==> src/rtl/usec_pkg.sv <==
package usec_pkg;

   typedef enum logic [1:0] {
      REG_NONE   = 2'd0,
      REG_COUNT  = 2'd1,
      REG_RATIO  = 2'd2,
      REG_FREEZE = 2'd3
   } reg_sel_e;

   function automatic int unsigned lanes_for(input int unsigned width, input int unsigned lane);
      return (width + lane - 1) / lane;
   endfunction

endpackage

==> src/rtl/usec_regs.sv <==
module usec_regs
   import usec_pkg::*;
#(
   parameter int unsigned ADDR_W  = 8,
   parameter int unsigned DATA_W  = 32,
   parameter int unsigned FIELD_W = 8,
   parameter int unsigned COUNT_W = 32,
   parameter logic [ADDR_W-1:0] OFS_COUNT  = 8'h10,
   parameter logic [ADDR_W-1:0] OFS_RATIO  = 8'h14,
   parameter logic [ADDR_W-1:0] OFS_FREEZE = 8'h4c,
   parameter logic [2*FIELD_W-1:0] RATIO_RESET = 16'h000b
) (
   input  logic                   clk,
   input  logic                   rst,
   input  logic                   bus_we,
   input  logic [ADDR_W-1:0]      bus_addr,
   input  logic [DATA_W-1:0]      bus_wdata,
   input  logic [COUNT_W-1:0]     count_i,
   output logic [DATA_W-1:0]      bus_rdata,
   output logic [2*FIELD_W-1:0]   ratio_o,
   output logic                   freeze_o,
   output logic                   ratio_wr_o
);

   localparam int unsigned RATIO_W = 2 * FIELD_W;

   initial begin
      if (RATIO_W > DATA_W) $fatal(1, "ratio fields exceed data width");
      if (COUNT_W > DATA_W) $fatal(1, "count exceeds data width");
      if (OFS_COUNT == OFS_RATIO || OFS_COUNT == OFS_FREEZE || OFS_RATIO == OFS_FREEZE)
         $fatal(1, "register offsets must differ");
   end

   reg_sel_e             sel;
   logic [RATIO_W-1:0]   ratio_q;
   logic                 freeze_q;

   always_comb begin
      if (bus_addr == OFS_COUNT)       sel = REG_COUNT;
      else if (bus_addr == OFS_RATIO)  sel = REG_RATIO;
      else if (bus_addr == OFS_FREEZE) sel = REG_FREEZE;
      else                             sel = REG_NONE;
   end

   assign ratio_wr_o = bus_we && (sel == REG_RATIO);

   always_ff @(posedge clk) begin
      if (rst) begin
         ratio_q  <= RATIO_RESET;
         freeze_q <= 1'b0;
      end else if (bus_we) begin
         case (sel)
            REG_RATIO:  ratio_q  <= bus_wdata[RATIO_W-1:0];
            REG_FREEZE: freeze_q <= bus_wdata[0];
            default:    ;
         endcase
      end
   end

   always_comb begin
      bus_rdata = '0;
      case (sel)
         REG_COUNT:  bus_rdata[COUNT_W-1:0] = count_i;
         REG_RATIO:  bus_rdata[RATIO_W-1:0] = ratio_q;
         REG_FREEZE: bus_rdata[0]           = freeze_q;
         default:    bus_rdata = '0;
      endcase
   end

   assign ratio_o  = ratio_q;
   assign freeze_o = freeze_q;

   logic unused_wdata;
   assign unused_wdata = ^bus_wdata;

endmodule

==> src/rtl/usec_accum.sv <==
module usec_accum #(
   parameter int unsigned FIELD_W    = 8,
   parameter bit          USE_BORROW = 1'b0
) (
   input  logic                  clk,
   input  logic                  rst,
   input  logic [2*FIELD_W-1:0]  ratio_i,
   input  logic                  freeze_i,
   input  logic                  clear_i,
   output logic                  adv_o,
   output logic                  tick_o,
   output logic [FIELD_W:0]      acc_o,
   output logic [FIELD_W:0]      den_o
);

   localparam int unsigned ACC_W = FIELD_W + 1;
   localparam int unsigned SUM_W = FIELD_W + 2;

   initial begin
      if (FIELD_W < 1) $fatal(1, "FIELD_W must be at least 1");
   end

   logic [ACC_W-1:0] acc_q;
   logic [ACC_W-1:0] num;
   logic [ACC_W-1:0] den;
   logic [SUM_W-1:0] sum;
   logic [SUM_W-1:0] rem;
   logic             hit;
   logic             tick_q;

   assign num = {1'b0, ratio_i[2*FIELD_W-1:FIELD_W]} + ACC_W'(1);
   assign den = {1'b0, ratio_i[FIELD_W-1:0]} + ACC_W'(1);
   assign sum = {1'b0, acc_q} + {1'b0, num};
   assign rem = sum - {1'b0, den};

   generate
      if (USE_BORROW) begin : g_borrow
         logic [SUM_W:0] diff;
         assign diff = {1'b0, sum} - {2'b00, den};
         assign hit  = ~diff[SUM_W];
      end else begin : g_compare
         assign hit = (sum >= {1'b0, den});
      end
   endgenerate

   assign adv_o = hit && !freeze_i && !clear_i;

   always_ff @(posedge clk) begin
      if (rst) begin
         acc_q  <= '0;
         tick_q <= 1'b0;
      end else begin
         tick_q <= adv_o;
         if (clear_i)
            acc_q <= '0;
         else if (!freeze_i)
            acc_q <= hit ? rem[ACC_W-1:0] : sum[ACC_W-1:0];
      end
   end

   assign tick_o = tick_q;
   assign acc_o  = acc_q;
   assign den_o  = den;

endmodule

==> src/rtl/usec_count.sv <==
module usec_count
   import usec_pkg::*;
#(
   parameter int unsigned COUNT_W = 32,
   parameter int unsigned LANE_W  = 8
) (
   input  logic               clk,
   input  logic               rst,
   input  logic               inc_i,
   output logic [COUNT_W-1:0] count_o
);

   localparam int unsigned NLANES = lanes_for(COUNT_W, LANE_W);

   initial begin
      if (LANE_W < 1) $fatal(1, "LANE_W must be at least 1");
      if (COUNT_W % LANE_W != 0) $fatal(1, "COUNT_W must be a multiple of LANE_W");
   end

   logic [NLANES:0] carry;
   assign carry[0] = inc_i;

   generate
      for (genvar i = 0; i < NLANES; i++) begin : g_lane
         logic [LANE_W-1:0] lane_q;
         assign carry[i+1] = carry[i] && (&lane_q);
         always_ff @(posedge clk) begin
            if (rst)
               lane_q <= '0;
            else if (carry[i])
               lane_q <= lane_q + LANE_W'(1);
         end
         assign count_o[i*LANE_W +: LANE_W] = lane_q;
      end
   endgenerate

   logic unused_carry;
   assign unused_carry = carry[NLANES];

endmodule

==> src/rtl/usec_timebase.sv <==
module usec_timebase #(
   parameter int unsigned ADDR_W     = 8,
   parameter int unsigned DATA_W     = 32,
   parameter int unsigned FIELD_W    = 8,
   parameter int unsigned COUNT_W    = 32,
   parameter int unsigned LANE_W     = 8,
   parameter bit          USE_BORROW = 1'b0,
   parameter logic [2*FIELD_W-1:0] RATIO_RESET = 16'h000b
) (
   input  logic               clk,
   input  logic               rst,
   input  logic               bus_we,
   input  logic [ADDR_W-1:0]  bus_addr,
   input  logic [DATA_W-1:0]  bus_wdata,
   output logic [DATA_W-1:0]  bus_rdata,
   output logic               usec_tick,
   output logic [COUNT_W-1:0] usec_count
);

   logic [2*FIELD_W-1:0] ratio_w;
   logic                 frz_w;
   logic                 ratio_wr_w;
   logic                 adv_w;
   logic [FIELD_W:0]     acc_w;
   logic [FIELD_W:0]     den_w;

   usec_regs #(
      .ADDR_W(ADDR_W), .DATA_W(DATA_W), .FIELD_W(FIELD_W), .COUNT_W(COUNT_W),
      .OFS_COUNT(ADDR_W'(8'h10)), .OFS_RATIO(ADDR_W'(8'h14)), .OFS_FREEZE(ADDR_W'(8'h4c)),
      .RATIO_RESET(RATIO_RESET)
   ) u_regs (
      .clk(clk), .rst(rst), .bus_we(bus_we), .bus_addr(bus_addr), .bus_wdata(bus_wdata),
      .count_i(usec_count), .bus_rdata(bus_rdata), .ratio_o(ratio_w),
      .freeze_o(frz_w), .ratio_wr_o(ratio_wr_w)
   );

   usec_accum #(.FIELD_W(FIELD_W), .USE_BORROW(USE_BORROW)) u_accum (
      .clk(clk), .rst(rst), .ratio_i(ratio_w), .freeze_i(frz_w), .clear_i(ratio_wr_w),
      .adv_o(adv_w), .tick_o(usec_tick), .acc_o(acc_w), .den_o(den_w)
   );

   usec_count #(.COUNT_W(COUNT_W), .LANE_W(LANE_W)) u_count (
      .clk(clk), .rst(rst), .inc_i(adv_w), .count_o(usec_count)
   );

endmodule

==> config.mk <==
export PLATFORM = sky130hd
export DESIGN_NAME = usec_timebase
export DESIGN_NICKNAME = d
export VERILOG_FILES = /design/src/rtl/usec_pkg.sv /design/src/rtl/usec_regs.sv /design/src/rtl/usec_accum.sv /design/src/rtl/usec_count.sv /design/src/rtl/usec_timebase.sv
export SDC_FILE = /design/constraint.sdc
export NUM_CORES = 1
export LEC_CHECK = 0
export BUFFER_PORTS_ARGS = -buffer_cell sky130_fd_sc_hd__buf_2
export CELL_PAD_IN_SITES_DETAIL_PLACEMENT = 0
export CELL_PAD_IN_SITES_GLOBAL_PLACEMENT = 2
export CORE_MARGIN = 5
export CORE_UTILIZATION = 27
export DETAILED_ROUTE_END_ITERATION = 10
export PLACE_DENSITY_LB_ADDON = 0.1
export SLEW_MARGIN = 20
export SYNTH_ARGS = -nofsm -noshare
export SYNTH_HDL_FRONTEND = slang
export SYNTH_SLANG_ARGS = --single-unit
==> constraint.sdc <==
create_clock -name clk -period 3.25 [get_ports clk]
set_clock_uncertainty 0.15 [all_clocks]
set_input_delay 0.1625 -clock clk [delete_from_list [all_inputs] [get_ports clk]]
set_output_delay 0.1625 -clock clk [all_outputs]
set_load 0.02 [all_outputs]
### Word-level counts from Yosys, hierarchy flattened

Index checks and enable logic that the tools add are counted.

* input port bits: 43
* logic and storage cells: 44
* output and inout bits: 65
* register bits: 59
* latch bits: 0
* ROM bits: 0
* memories kept: 0
* RAM bits: 0

* bitwise logic cells: 0
* shifts and indexed selects: 0
* add/sub/neg operators: 8
* divide/modulo/power cells: 0
* magnitude comparators: 1
* reductions and logical operators: 14
* equality and inequality tests: 6
* multiply operators: 0
* multiplexer cells: 7

Operators by type and width (count)
* 8-bit by 1-bit adder with 8-bit output (second input constant): 4
* 15-bit case mux with 2 select lines: 1
* 8-bit AND reduction: 3
* 8-bit by 1-bit adder with 9-bit output (second input constant): 2
* 8-bit by 5-bit equality test with 1-bit output (second input constant): 2
* 16-bit 2-to-1 mux: 1
* 9-bit by 9-bit adder with 10-bit output: 1
* 10-bit by 9-bit >= comparator with 1-bit output: 1
* 9-bit 2-to-1 mux: 1
* 9-bit subtractor: 1
* 8-bit by 7-bit equality test with 1-bit output (second input constant): 1
* 1-bit logical AND: 6
* 2-bit 2-to-1 mux: 3
* 2-bit equality test (second input constant): 2
* 2-bit AND reduction: 2
* 1-bit case mux with 3 select lines: 1
* 2-bit by 1-bit equality test with 1-bit output (second input constant): 1
* 1-bit zero test: 2
* 2-bit OR reduction: 1

### Logic depth before layout (Yosys ltp)

* word-level depth: 11
* gate-level depth with buffers: 16
* gate-level depth less buffers: 15

### Cells and area by module

Synthesis repeated with hierarchy kept, for this count alone.

* cells, all modules: 490
* area, all modules: 4159.0 um^2

By module, submodules not included
* usec_count: area each 1571.5 um^2, sequential area each 640.6 um^2, cells each 174, times used 1
* usec_accum: area each 1475.2 um^2, sequential area each 200.2 um^2, cells each 196, times used 1
* usec_regs: area each 1112.3 um^2, sequential area each 340.3 um^2, cells each 120, times used 1

### Least setup slack after synthesis

Ideal clock, no wire load.

* path kind: register to register
* start: register u_regs.ratio_q[8], in the netlist u_regs.ratio_o[8]
* end: register u_accum.acc_q[0], in the netlist u_accum.acc_o[0]
* library setup time: 0.074 ns
* path slack: -0.370 ns
* stages on the path, launching flop included: 16
* path buffers: 1
* clock period less this slack: 3.620 ns
* arrival time: 3.396 ns
* data required time: 3.026 ns
* path through: dfxtp_1 > inv_1 > ha_1 > fa_1 > nor2b_1 > o2111ai_1 > nand3b_1 > xor2_1 > ha_1 > o21ai_0 > nor2_1 > o31ai_2 > and2_1 > buf_2 > mux2_2 > o21ai_0

* cells in the longest elaborated chain, start to end: 4
* elaborated cells between the ends (all ways): 5
* classes of those cells: add/sub: 3; order compare: 1; mux: 1

RTL lines
* start, declared: line usec_regs.sv:35 `logic [RATIO_W-1:0] ratio_q;`
* start signal, assigned: line usec_regs.sv:53 `REG_RATIO: ratio_q <= bus_wdata[RATIO_W-1:0];`
* 8-bit by 1-bit adder with 9-bit output *: line usec_accum.sv:31 `assign num = {1'b0, ratio_i[2*FIELD_W-1:FIELD_W]} + ACC_W'(1);`
* 9-bit by 9-bit adder with 10-bit output *: line usec_accum.sv:33 `assign sum = {1'b0, acc_q} + {1'b0, num};`
* 9-bit subtractor / 10-bit by 9-bit >= comparator with 1-bit output (equally long branches): line usec_accum.sv:34, usec_accum.sv:42
* 9-bit 2-to-1 mux *: line usec_accum.sv:57 `acc_q <= hit ? rem[ACC_W-1:0] : sum[ACC_W-1:0];`
* end signal, assigned: line usec_accum.sv:57
* end, declared: line usec_accum.sv:23 `logic [ACC_W-1:0] acc_q;`

Every way passes the cells marked *; elsewhere a longest branch is shown, timed or not.
A chain may end at the register's enable or synchronous reset.

### Worst setup path in the final report

* start: register u_accum.acc_q[0], in the netlist u_accum.acc_o[0]
* end: register u_count.g_lane[2].lane_q[7]

* cells in the longest elaborated chain, start to end: 6

RTL lines
* 9-bit by 9-bit adder with 10-bit output: line usec_accum.sv:33
* 10-bit by 9-bit >= comparator with 1-bit output: line usec_accum.sv:42 `assign hit = (sum >= {1'b0, den});`
* 1-bit logical AND (2 in series): line usec_accum.sv:46 `assign adv_o = hit && !freeze_i && !clear_i;`
* 1-bit logical AND (2 in series): line usec_count.sv:26 `assign carry[i+1] = carry[i] && (&lane_q);`
* end signal, assigned: line usec_count.sv:31 `lane_q <= lane_q + LANE_W'(1);`
* end, declared: line usec_count.sv:25 `logic [LANE_W-1:0] lane_q;`

No other way between the ends.

==> flow_summary.json <==
{
  "synth_edf_count": 0,
  "register_area_um2": 1180,
  "track_usage": 0.171,
  "h-tree-depth": 3,
  "post_dp_cell_area_um2": 5200,
  "fin_crit_ns": 3.74,
  "multiInputGateArea_um2": 3030,
  "syn_area_per_cell_um2": 8.23,
  "drc": 0,
  "netlist_top_cells_area": "dfxtp_1, ha_1, a21oi_1",
  "fp-row-count": 44,
  "grt-ovfl-total": 0,
  "grt_max_degree": 38,
  "ys_seq_area_frac": 0.298,
  "start_kind": "flip-flop",
  "post-route-period-util": 1.15,
  "async_flop_share": 0,
  "setup_viol": 42,
  "status": "finished with violations",
  "clkSlewWorstSetupHoldPaths_ns": 0.05,
  "pin_count": 108,
  "hold_viol_final": 0,
  "synth_top_area_frac": 0.298,
  "rsz0062_at_grt": "yes",
  "syn_inst": 481,
  "nets": 750,
  "core_um2": 14500,
  "max_slew.worst_pin.slew_ns": 0.752,
  "final_area_um2": 6280,
  "gp_congestion": 0.838,
  "synth_mux_area_frac": 0.0547,
  "slew_headroom": 0.497,
  "synth_xor_area_frac": 0.0597,
  "die_area_um2": 17200,
  "p_int_mw": 2.28,
  "synth_ff_type": "dfxtp_1",
  "finalSetupTns_ns": -14.01,
  "firstDrtPassIters": 5,
  "areaGrowthSynthToFinish_pct": 58.6,
  "maxCapViolations": 0,
  "initialDrtViolationCount": 230,
  "pwr-share-clk": 0.279,
  "p_leak_nw": 2.74,
  "cts_max_path_buffers": 2,
  "worst_slack_ns": -0.493,
  "antenna_found_initial": 1,
  "dp_hpwl_um": 11000,
  "hp-class": "in -> reg",
  "synth_top_family_by_area": "simple AND/OR/NAND/NOR gates",
  "wire_per_inst_um": 16.6,
  "p_seq_frac": 0.238,
  "required_ns": 3.32,
  "vias": 4220,
  "antenna-diode-count": 0,
  "p_per_area_nw_per_um2": 565,
  "grt_pass1_wl_um": 22400,
  "dp.cells": 810,
  "drive_above_1_share": 0.418,
  "timing.fmax_mhz": 267,
  "ys_warn_count": 0,
  "start_util": 0.273,
  "synth_nets": 549,
  "cts_tree": "yes",
  "yosysTopAreaCell": "dfxtp_1",
  "netlist_area_um2": 3960,
  "crit_type": "reg -> reg",
  "die_w_um": 131,
  "fp.dieH_um": 131,
  "cts_sinks": 59,
  "fillers": 1481,
  "wl_um": 14400,
  "grt_pass1_vias": 4097,
  "drv_slew": 0,
  "ys_ff_latch": 59,
  "peakVddDrop_mv": 0.328,
  "stdcell_count": 871,
  "netSwitchingFraction": 0.357,
  "portBuffers": 91,
  "yosys.area_share.simple": 0.278,
  "post_drt_via_cell_ratio": 4.85,
  "failed_checks": "setup timing",
  "power_frac_comb": 0.483,
  "synthAdderAreaFrac": 0.0828,
  "worstPathArrival_ns": 3.82,
  "clock_latency_ns": 0.34,
  "end_kind": "flip-flop",
  "ys_types": 59,
  "numCtsBuffers": 9,
  "critPathMaxFanout": 4,
  "antenna_left": 0,
  "synth-compound-area-share": 0.190,
  "cts-root-buf": "clkbuf_16",
  "switching_power_mw": 1.27
}
[layer usage]
metal	vias to the layer above	track usage	wire length, µm
li1	2139	-	-
met1	1968	0.237	7110
met2	88	0.253	6160
met3	23	0.0458	794
met4	2	0.0623	362
met5	-	0	13
[worst max-delay path, cell delays in order (launching register included)]
cell	delay (ns)
dfxtp_2	0.33
inv_2	0.05
ha_4	0.16
fa_2	0.37
nor2b_2	0.15
o2111ai_2	0.13
nand3b_1	0.13
xor2_1	0.09
ha_1	0.32
nand4_1	0.12
buf_4	0.16
a211oi_4	0.23
o31ai_4	0.12
buf_4	0.16
a2111oi_4	0.42
nor2b_2	0.23
mux2_4	0.30
[flip-flops by register name, summed over array words and instances, names as in the netlist]
register               count
u_accum.tick_o             1
u_accum.acc_o              9
u_regs.freeze_o            1
u_regs.ratio_o            16
u_count.g_lane.lane_q     32
[cell families (layout without fill, tap and decap cells)]
group / count (synthesis) / count (layout)
compound gates: 106 / 107
xor+xnor: 27 / 27
fa+ha+maj: 25 / 25
buf+inv: 37 / 242
flops: 59 / 59
mux: 20 / 20
simple gates: 207 / 207
[cells in the mapped netlist, types with 2 or more instances]
cell        n
a2111oi_1   2
a2111oi_2   2
a211oi_1    2
a21oi_1    44
a22o_1     15
a31o_2      2
a31oi_1     3
and2_1     19
and3_1      7
and4_1      3
buf_1       2
buf_2       3
clkbuf_1   17
dfxtp_1    59
fa_1        2
ha_1       23
inv_1      15
mux2_2     12
mux2i_1     7
nand2_1    49
nand2b_1    7
nand3_1    18
nand3b_1    8
nand4_1    10
nor2_1     40
nor2b_1    18
nor3_1      8
nor4_1      2
o2111ai_1   4
o21a_1      3
o21ai_0    11
o31ai_1     4
or2_2       2
or3_1       2
or4_1       7
xnor2_1    17
xor2_1     10
[what timing repair did]
action	4_1_cts	5_1_grt
gates resized for setup	31	49
buffers inserted	15	13
pin swaps	16	16
gates cloned	1	0
setup endpoints to repair	42	42
hold endpoints to repair	17	0
hold buffers	17	0
[power by group through the flow]
stage                     Combinational, mW  Clock, mW  Sequential [mW]
after global placement                 1.19          0            0.857
after global routing                   1.85       1.04            0.850
after CTS                              1.42       1.02            0.842
after detailed placement               1.20          0            0.855
after floorplan                       0.784          0            0.854
final                                  1.71      0.991            0.844
[cells in the final DEF, fill, tap and decap left out, types with 4 or more instances in the layout]
master	n
a21oi_1	32
a21oi_2	7
a21oi_4	5
a22o_1	15
and2_1	18
and3_1	4
buf_2	91
buf_4	87
buf_6	15
clkbuf_16	9
dfxtp_1	56
dlygate4sd3_1	17
ha_1	20
inv_1	13
mux2_4	11
mux2i_1	6
nand2_1	48
nand2b_1	7
nand3_1	15
nand3b_1	8
nand4_1	10
nor2_1	39
nor2b_1	15
nor3_1	5
o21ai_0	7
o21ai_1	4
o31ai_1	4
or4_1	7
xnor2_1	12
xnor2_2	5
xor2_1	10
[area by class of cell]
| class | count | share of cell area |
|---|---|---|
| well taps | 184 | 0.0367 |
| repair buffers | 211 | 0.233 |
| multi-input cells | 386 | 0.483 |
| flip-flops and latches | 59 | 0.189 |
| clock buffers | 11 | 0.0403 |
| inverters | 15 | 0.00897 |
| clock inverters | 5 | 0.00957 |
[final timing paths]
check / start / end / slack, ns / depth (start not counted)
setup / recovery: u_accum.acc_o[0] / u_count.g_lane[2].lane_q[7] / -0.49 / 16
setup reg to reg: u_accum.acc_o[0] / u_count.g_lane[2].lane_q[7] / -0.49 / 16
hold / removal: bus_addr[4] / u_regs.freeze_o / 0.04 / 4
hold reg to reg: u_regs.ratio_o[9] / u_regs.ratio_o[9] / 0.35 / 2
[through the flow]
stage	hold slack (ns)	util	worst slack [ns]	power, mW
global route	0.0653	0.434	-0.640	3.75
global placement	0.233	0.359	-0.577	2.05
CTS	0.0279	0.412	-0.525	3.28
floorplan	0.130	-	-0.236	1.64
finish	0.0386	0.434	-0.493	3.55
detailed placement	0.234	0.359	-0.592	2.06
Power figures use the tool's default switching activity.
